[src/rtl/vid_timing_seq.sv]
module vid_timing_seq #(
  parameter int HT_W = 32,
  parameter int HP_W = 16,
  parameter int VP_W = 8,
  parameter int VA_W = 16,
  parameter int BPC  = 4
) (
  input  logic            clk,
  input  logic            rst_n,
  input  logic            en,
  input  logic            cfg_burst,
  input  logic [HT_W-1:0] cfg_h_total,
  input  logic [HP_W-1:0] cfg_hsa,
  input  logic [HP_W-1:0] cfg_hbp,
  input  logic [HP_W-1:0] cfg_hfp,
  input  logic [VP_W-1:0] cfg_vsa,
  input  logic [VP_W-1:0] cfg_vbp,
  input  logic [VP_W-1:0] cfg_vfp,
  input  logic [VA_W-1:0] cfg_vact,
  output logic            running,
  output logic [1:0]      v_region,
  output logic [1:0]      h_region,
  output logic            line_start,
  output logic            frame_start,
  output logic            active_en
);
  localparam int CW = HT_W + 2;

  function automatic logic [CW-1:0] hclk(input logic [1:0] idx, input logic [HT_W-1:0] tot,
                                         input logic [HP_W-1:0] hsa, input logic [HP_W-1:0] hbp,
                                         input logic [HP_W-1:0] hfp, input logic burst);
    logic [CW-1:0] t, b, a, bytes, c;
    t = CW'(tot);
    b = (burst ? '0 : CW'(hsa)) + CW'(hbp) + CW'(hfp);
    a = (t > b) ? t - b : '0;
    case (idx)
      2'd0:    bytes = burst ? '0 : CW'(hsa);
      2'd1:    bytes = CW'(hbp);
      2'd2:    bytes = a;
      default: bytes = CW'(hfp);
    endcase
    c = (bytes + CW'(BPC - 1)) / CW'(BPC);
    if (idx == 2'd3 && c == '0) c = CW'(1);
    return c;
  endfunction

  function automatic logic [1:0] next_h(input logic [1:0] from, input logic n0, input logic n1,
                                       input logic n2);
    if (from == 2'd0 && n0) return 2'd0;
    if (from <= 2'd1 && n1) return 2'd1;
    if (from <= 2'd2 && n2) return 2'd2;
    return 2'd3;
  endfunction

  logic            s_burst;
  logic [HT_W-1:0] s_total;
  logic [HP_W-1:0] s_hsa, s_hbp, s_hfp;
  logic [VA_W-1:0] s_vl [4];

  logic            run;
  logic [1:0]      vr, hr;
  logic [CW-1:0]   hcnt;
  logic [VA_W-1:0] vcnt;

  logic [CW-1:0]   hc [4];
  logic [CW-1:0]   in_c0, in_c1, in_c2;
  logic [1:0]      first_sh, first_in;
  logic            h_last, v_last, line_end, frame_end, ld;

  always_comb
    for (int i = 0; i < 4; i++)
      hc[i] = hclk(2'(i), s_total, s_hsa, s_hbp, s_hfp, s_burst);

  assign in_c0 = hclk(2'd0, cfg_h_total, cfg_hsa, cfg_hbp, cfg_hfp, cfg_burst);
  assign in_c1 = hclk(2'd1, cfg_h_total, cfg_hsa, cfg_hbp, cfg_hfp, cfg_burst);
  assign in_c2 = hclk(2'd2, cfg_h_total, cfg_hsa, cfg_hbp, cfg_hfp, cfg_burst);

  assign first_sh  = next_h(2'd0, hc[0] != '0, hc[1] != '0, hc[2] != '0);
  assign first_in  = next_h(2'd0, in_c0 != '0, in_c1 != '0, in_c2 != '0);
  assign h_last    = hcnt == hc[hr] - CW'(1);
  assign v_last    = vcnt == s_vl[vr] - VA_W'(1);
  assign line_end  = run && h_last && hr == 2'd3;
  assign frame_end = line_end && v_last && vr == 2'd3;
  assign ld        = en && (!run || frame_end);

  always_ff @(posedge clk or negedge rst_n) begin
    if (!rst_n) begin
      run     <= 1'b0;
      vr      <= 2'd3;
      hr      <= 2'd3;
      hcnt    <= '0;
      vcnt    <= '0;
      s_burst <= 1'b0;
      s_total <= '0;
      s_hsa   <= '0;
      s_hbp   <= '0;
      s_hfp   <= '0;
      for (int i = 0; i < 4; i++) s_vl[i] <= VA_W'(1);
    end else if (ld) begin
      run     <= 1'b1;
      vr      <= 2'd0;
      hr      <= first_in;
      hcnt    <= '0;
      vcnt    <= '0;
      s_burst <= cfg_burst;
      s_total <= cfg_h_total;
      s_hsa   <= cfg_hsa;
      s_hbp   <= cfg_hbp;
      s_hfp   <= cfg_hfp;
      s_vl[0] <= (cfg_vsa == '0) ? VA_W'(1) : VA_W'(cfg_vsa);
      s_vl[1] <= (cfg_vbp == '0) ? VA_W'(1) : VA_W'(cfg_vbp);
      s_vl[2] <= (cfg_vact == '0) ? VA_W'(1) : cfg_vact;
      s_vl[3] <= (cfg_vfp < VP_W'(2)) ? VA_W'(2) : VA_W'(cfg_vfp);
    end else if (frame_end) begin
      run  <= 1'b0;
      hcnt <= '0;
      vcnt <= '0;
    end else if (run) begin
      if (!h_last) begin
        hcnt <= hcnt + CW'(1);
      end else begin
        hcnt <= '0;
        if (hr != 2'd3) begin
          hr <= next_h(hr + 2'd1, hc[0] != '0, hc[1] != '0, hc[2] != '0);
        end else begin
          hr <= first_sh;
          if (v_last) begin
            vcnt <= '0;
            vr   <= vr + 2'd1;
          end else begin
            vcnt <= vcnt + VA_W'(1);
          end
        end
      end
    end
  end

  assign running     = run;
  assign v_region    = vr;
  assign h_region    = hr;
  assign active_en   = run && vr == 2'd2 && hr == 2'd2;
  assign line_start  = run && hcnt == '0 && hr == first_sh;
  assign frame_start = line_start && vr == 2'd0 && vcnt == '0;
endmodule

[config.mk]
export PLATFORM = sky130hd
export DESIGN_NAME = vid_timing_seq
export DESIGN_NICKNAME = d
export VERILOG_FILES = /design/src/rtl/vid_timing_seq.sv
export SDC_FILE = /design/constraint.sdc
export NUM_CORES = 1
export LEC_CHECK = 0
export BUFFER_PORTS_ARGS = -buffer_cell sky130_fd_sc_hd__buf_2
export CELL_PAD_IN_SITES_DETAIL_PLACEMENT = 1
export CELL_PAD_IN_SITES_GLOBAL_PLACEMENT = 2
export CORE_MARGIN = 2
export CORE_UTILIZATION = 40
export DETAILED_ROUTE_END_ITERATION = 12
export PLACE_DENSITY_LB_ADDON = 0.2
export SETUP_SLACK_MARGIN = 0.15
export SLEW_MARGIN = 40
export SYNTH_ARGS = -nofsm -noshare
export SYNTH_HDL_FRONTEND = slang
export SYNTH_SLANG_ARGS = --single-unit
[constraint.sdc]
create_clock -name clk -period 19.3 [get_ports clk]
set_input_delay 3.86 -clock clk [delete_from_list [all_inputs] [get_ports clk]]
set_output_delay 3.86 -clock clk [all_outputs]
set_load 0.02 [all_outputs]
[Yosys cells after proc, flatten, opt, wreduce, memory -nomap -nowiden]
Cells that the tools add are included.
Storage, ports and cells
  register bits after elaboration: 200
  bits of input ports: 124
  output and inout port bits: 8
  word-level logic and storage cells: 181
Cells by class
  add/subtract/negate cells: 19
  $lt $le $gt $ge: 7
  equality and inequality tests: 11
  multiplexer cells: 89
  bitwise gates (word level): 2
  reductions and logical operators: 39
Operators by type and width (count)
  $mux 34: 8
  $reduce_bool 34->1: 6
  $mux 16: 11
  $add 34x2->34 const B: 4
  $bmux 34 s2: 1
  $logic_not 34->1: 2
  $sub 32x18->33: 2
  $gt 32x18->1: 2
  $mux 2: 29
  $add 16x2->17 const B: 3
  $add 17x16->18: 2
  $mux 1: 35
  $add 16x16->17: 2
  $add 34x1->34 const B: 1
  $eq 34x34->1: 1
  $sub 34x1->34 const B: 1
  $bmux 16 s2: 1
  $logic_not 16->1: 2
  $mux 8: 3
  $add 16x1->16 const B: 1
  $eq 16x16->1: 1
  $logic_not 8->1: 2
  $sub 16x1->16 const B: 1
  $mux 15: 1
  other kinds (19): 45

[Logic depth before layout (Yosys ltp)]
  depth in word-level cells: 39
  gate-level depth with buffers: 47

[Worst setup path after synthesis]
No wires, ideal clock.
  path kind: reg2out
  start point: reg s_burst
  end point: out frame_start
  data arrival time: 9304 ps
  data required time: 15440 ps
  slack: 6136 ps
  cell stages (with the launch flop): 40
  buffers on the path: 2
  path through: dfrtp_1 -> clkbuf_1 -> buf_1 -> nand2b_1 -> fa_1 -> inv_1 -> ha_1 -> fa_1 -> a21oi_1 -> nor2_1 -> nor2_1 -> o21bai_1 -> a21oi_1 -> nor2b_1 -> nor2_1 -> nor2_1 -> o21ai_0 -> nand2b_1 -> [4 not listed] -> a21oi_1 -> nor2b_1 -> o21bai_1 -> ha_1 -> a2111oi_2 -> o221ai_1 -> or4_1 -> a221o_1 -> nor4_2 -> nand4_1 -> xor2_1 -> nor4bb_1 -> nand3_1 -> nor2_1 -> o21ai_0 -> a21o_1 -> a2111oi_0 -> and4_1
Between the ends
  word-level cells in the longest chain between the ends: 17
  elaborated cells between the ends (all ways): 22
  classes of those cells: add/sub (5); order compare (1); eq/ne (1); mux (10); reduce/logical (5)
RTL lines
  start: declaration: RTL line 55  | logic s_burst;
  start signal: assignment: RTL line 105  | s_burst <= cfg_burst;
  $mux 16 (*)
  $add 16x16->17
  $add 17x16->18
  $sub 32x18->33 / $gt 32x18->1 (equally long branches)
  $mux 34: RTL line 35  | a = (t > b) ? t - b : '0;
  $add 34x2->34: RTL line 42  | c = (bytes + CW'(BPC - 1)) / CW'(BPC);
  $reduce_bool 34->1: RTL line 78  | assign first_sh = next_h(2'd0, hc[0] != '0, hc[1] != '0, hc[2] != '0);
  $mux 1 (2 in a row): RTL line 51  | if (from <= 2'd2 && n2) return 2'd2;
  $mux 1: RTL line 50  | if (from <= 2'd1 && n1) return 2'd1;
  $mux 2: RTL line 52  | return 2'd3;
  $mux 2: RTL line 51
  $mux 2 (*): RTL line 50
  $eq 2x2->1 (*): RTL line 142  | assign line_start = run && hcnt == '0 && hr == first_sh;
  $logic_and 1x1->1 (*): RTL line 142
  net line_start: RTL line 23  | output logic line_start,
  $logic_and 1x1->1 (*) (2 in a row): RTL line 143  | assign frame_start = line_start && vr == 2'd0 && vcnt == '0;
  end: declaration: RTL line 24  | output logic frame_start,
Mark *: on every way through the listed nets, which the timed path passes. The rest lies on a longest branch. The select of a mux whose other input is x is not followed.

[Worst setup path after layout]
  start point: reg s_burst
  end point: out frame_start
Between the ends
  word-level cells in the longest chain between the ends: 17
  elaborated cells between the ends (all ways): 22
  classes of those cells: add/sub (5); order compare (1); eq/ne (1); mux (10); reduce/logical (5)
RTL lines (RTL line)
  $mux 16 (*)
  $add 16x16->17
  $add 17x16->18
  $sub 32x18->33 / $gt 32x18->1 (equally long branches)
  $mux 34: 35
  $add 34x2->34: 42
  $reduce_bool 34->1: 78
  $mux 1 (2 in a row): 51
  $mux 1: 50
  $mux 2: 52
  $mux 2: 51
  $mux 2 (*): 50
  $eq 2x2->1 (*): 142
  $logic_and 1x1->1 (*): 142
  $logic_and 1x1->1 (*) (2 in a row): 143
Mark *: on every way between the ends. The rest lies on a longest branch, timed or not. The select of a mux whose other input is x is not followed.

==> results.md <==
- Status: finished with violations
- Failing checks: design-rule violations
- Die height: roughly 220 um
- Crit-path max cell delay: a little over 0.7 ns
- Final Wtd Congestion: approximately 0.9
- Synth cell types: 98
- GRT Util Overall: 27.3%
- CTS max path bufs: 2
- Syn Std Cell Area: 18900 um^2
- # clock sinks: 176
- Final wirelength: 65900 um
- Worst IR Drop VDD: 72.0 uV
- Wire per inst: 22.7 um
- Net count after synthesis: 2440
- CP Class: flop to primary output
- WP data required: 15.44 ns
- Crit path capture type: primary output
- P_leak: 0.00934 uW
- Clk Latency, worst-skew pair: 0.51 ns
- Setup Buffers After CTS: 0
- Leading cell types in the layout, fill and taps excluded: nor2_1, dfrtp_1, nand2_1
- Vias per cell: between 6 and 7
- CTS tree: done
- Synth top area share: 22.2%
- # diodes: 0
- Initial antenna violation count: 0
- Yosys reg bits: 176
- Worst-margin pin slew: 0.890 ns
- First-pass GRT wire length: 106000 um
- Top FF cell, synth: dfrtp_1
- Most common cell after layout, fill and taps aside: nor2_1
- Reg clk slew, reported paths: 0.08 ns
- Fin crit share: 76.2%
- DR pass1 iterations: 9
- Final setup margin: 4.59 ns
- Crit-path slowest cell: a2111oi_1
- Die Area: about 49000 um^2
- Synth warnings: 0
- Fin crit period: 14.71 ns
- Root buffer cell: clkbuf_16
- Initial drt markers: between 1000 and 1500
- CP Max Fanout: 23
- Final hold vios: 0
- Final Setup Violations: 0
- Post-synth EDFFs: 0
- Clk_skew: 0.0225 ns
- Area of the multi-input gates: 13800 um^2
- WHS: 0.478 ns
- Hold buffer count at cts: 0
- Leading area contributor after synthesis: dfrtp_1
- Max Cap Violations: 0
- Core Area: 46700 um^2
- Unrepaired setup endpoints after global routing: false
- Layout cell share with drive strength beyond 1: 16.4%
- Initial Utilization: 40.5%
- # IOs: around 130
- Synth top area cells: dfrtp_1, mux2_4, xnor2_1
- Antenna violation net count after detailed routing: 0
- Pre-CTS setup slack: 4.91 ns
- Total Nets Final: 2519
- Fin. max-slew vios: 0
- Type of origin of the critical path: flop
- Vias: 17500
- Max Fclk: 68.0 MHz
- CTS resizes: 0
- Drt drc: 1
- CP arrival: 10.85 ns
- H-tree depth: 4
- Vias in the first global route: 18200
- Register area share after synthesis: 23.3%
- Hold Crit Class: flop to flop
- Synthesized area per cell: 8.59 um^2
- I/O Buffers: roughly 130
- Synthesized instance count: around 2200
- Rows: 79
- Filler cell count: approximately 5600
- Grt total ovfl: 0
- Dpl hpwl: approximately 54000 um
- TritonCTS Buffers: 17
- Relative slew margins: approximately 40%
- Largest net degree at the start of global routing: 69
- Setup TNS: 0 ns
- Area Growth Syn to Fin: 9.43%
- Asr flop ratio synth: 100%
- Reg area: 4410 um^2
- Pwr dens: between 40 and 50 nW/um^2
- Die width: 221 um
## per-layer routing
layer	vias to the layer above	track usage, %	share of wire (%)
li1	8341	-	-
met1	8863	37.1	48
met2	263	46.3	48
met3	58	2.66	2.7
met4	0	7.65	1.9
met5	-	0	0
## path summary, 6_finish.rpt
check	depth (start not counted)	start	to	slack, ns
min in group asynchronous	1	rst_n	s_vl[31]	3.28
setup reg to reg	41	s_burst	s_hsa[13]	7.62
max in group asynchronous	2	rst_n	s_total[23]	15.00
hold / removal	2	s_vl[48]	s_vl[48]	0.48
hold reg to reg	2	s_vl[48]	s_vl[48]	0.48
setup / recovery	38	s_burst	frame_start	4.59
## per-stage QoR
step                      total power (uW)  area [um^2]  std cells  utilization (%)
after global routing                  1080        20700       2901             44.4
after global placement                 662        20000       2869             43.0
after floorplan                        570        18900       2202                -
after detailed placement               671        20100       2869             43.0
final                                 1020        20700       2901             44.4
after CTS                             1040        20700       2901             44.3
## critical path, delay by kind of cell (launching register included)
family	cells	cell delay (ns)
AOI/OAI and AO/OA	16	4.02
and+or+nand+nor	15	3.50
adders and majority gates	4	1.54
DFF	1	0.66
xor gates and xnor gates	1	0.40
buffers and inverters	2	0.20
## where the power goes
group,switching [uW],total (uW),internal [uW]
Clock,186,360,174
Combinational,183,295,112
Sequential,0.311,369,369
## cell type report
cell class,instances,area share [%]
Clock inverter,14,0.774
Clock buffer,18,2.07
Tap cell,607,3.67
Multi-Input combinational cell,1859,66.9
Sequential cell,176,21.3
Inverter,79,1.43
Timing Repair Buffer,148,3.87
## state kept, by name (all words and copies together) (netlist names)
signal / cells
v_region: 2
s_burst: 1
s_hsa: 16
hcnt: 34
h_region: 2
s_hbp: 16
running: 1
s_vl: 40
s_total: 32
s_hfp: 16
vcnt: 16
## cell usage after synthesis (all sizes together), types with 20 or more instances
cell,count
a21oi,112
and2,20
and3,40
buf,33
clkbuf,55
dfrtp,168
fa,36
ha,78
inv,79
mux2,121
mux2i,22
nand2,167
nand2b,26
nand3,88
nand4,53
nor2,183
nor2b,53
nor3,87
nor4,66
o211ai,34
o21a,24
o21ai,83
o21bai,20
o31ai,22
or2,22
or3,32
xnor2,128
xor2,63
## kinds of logic (layout without fill, tap and decap cells)
kind of cell / Yosys count / in the layout / share of synthesized area, %
XOR/XNOR: 192 / 192 / 9.00
AND/OR/NAND/NOR: 918 / 918 / 25.9
adder cells (fa/ha/maj): 114 / 114 / 8.97
flip-flops: 176 / 176 / 23.3
AO/OA/AOI/OAI: 484 / 484 / 17.8
buffers and inverters: 167 / 259 / 3.87
multiplexers: 151 / 151 / 11.1
(Power assumes the default switching activity.)
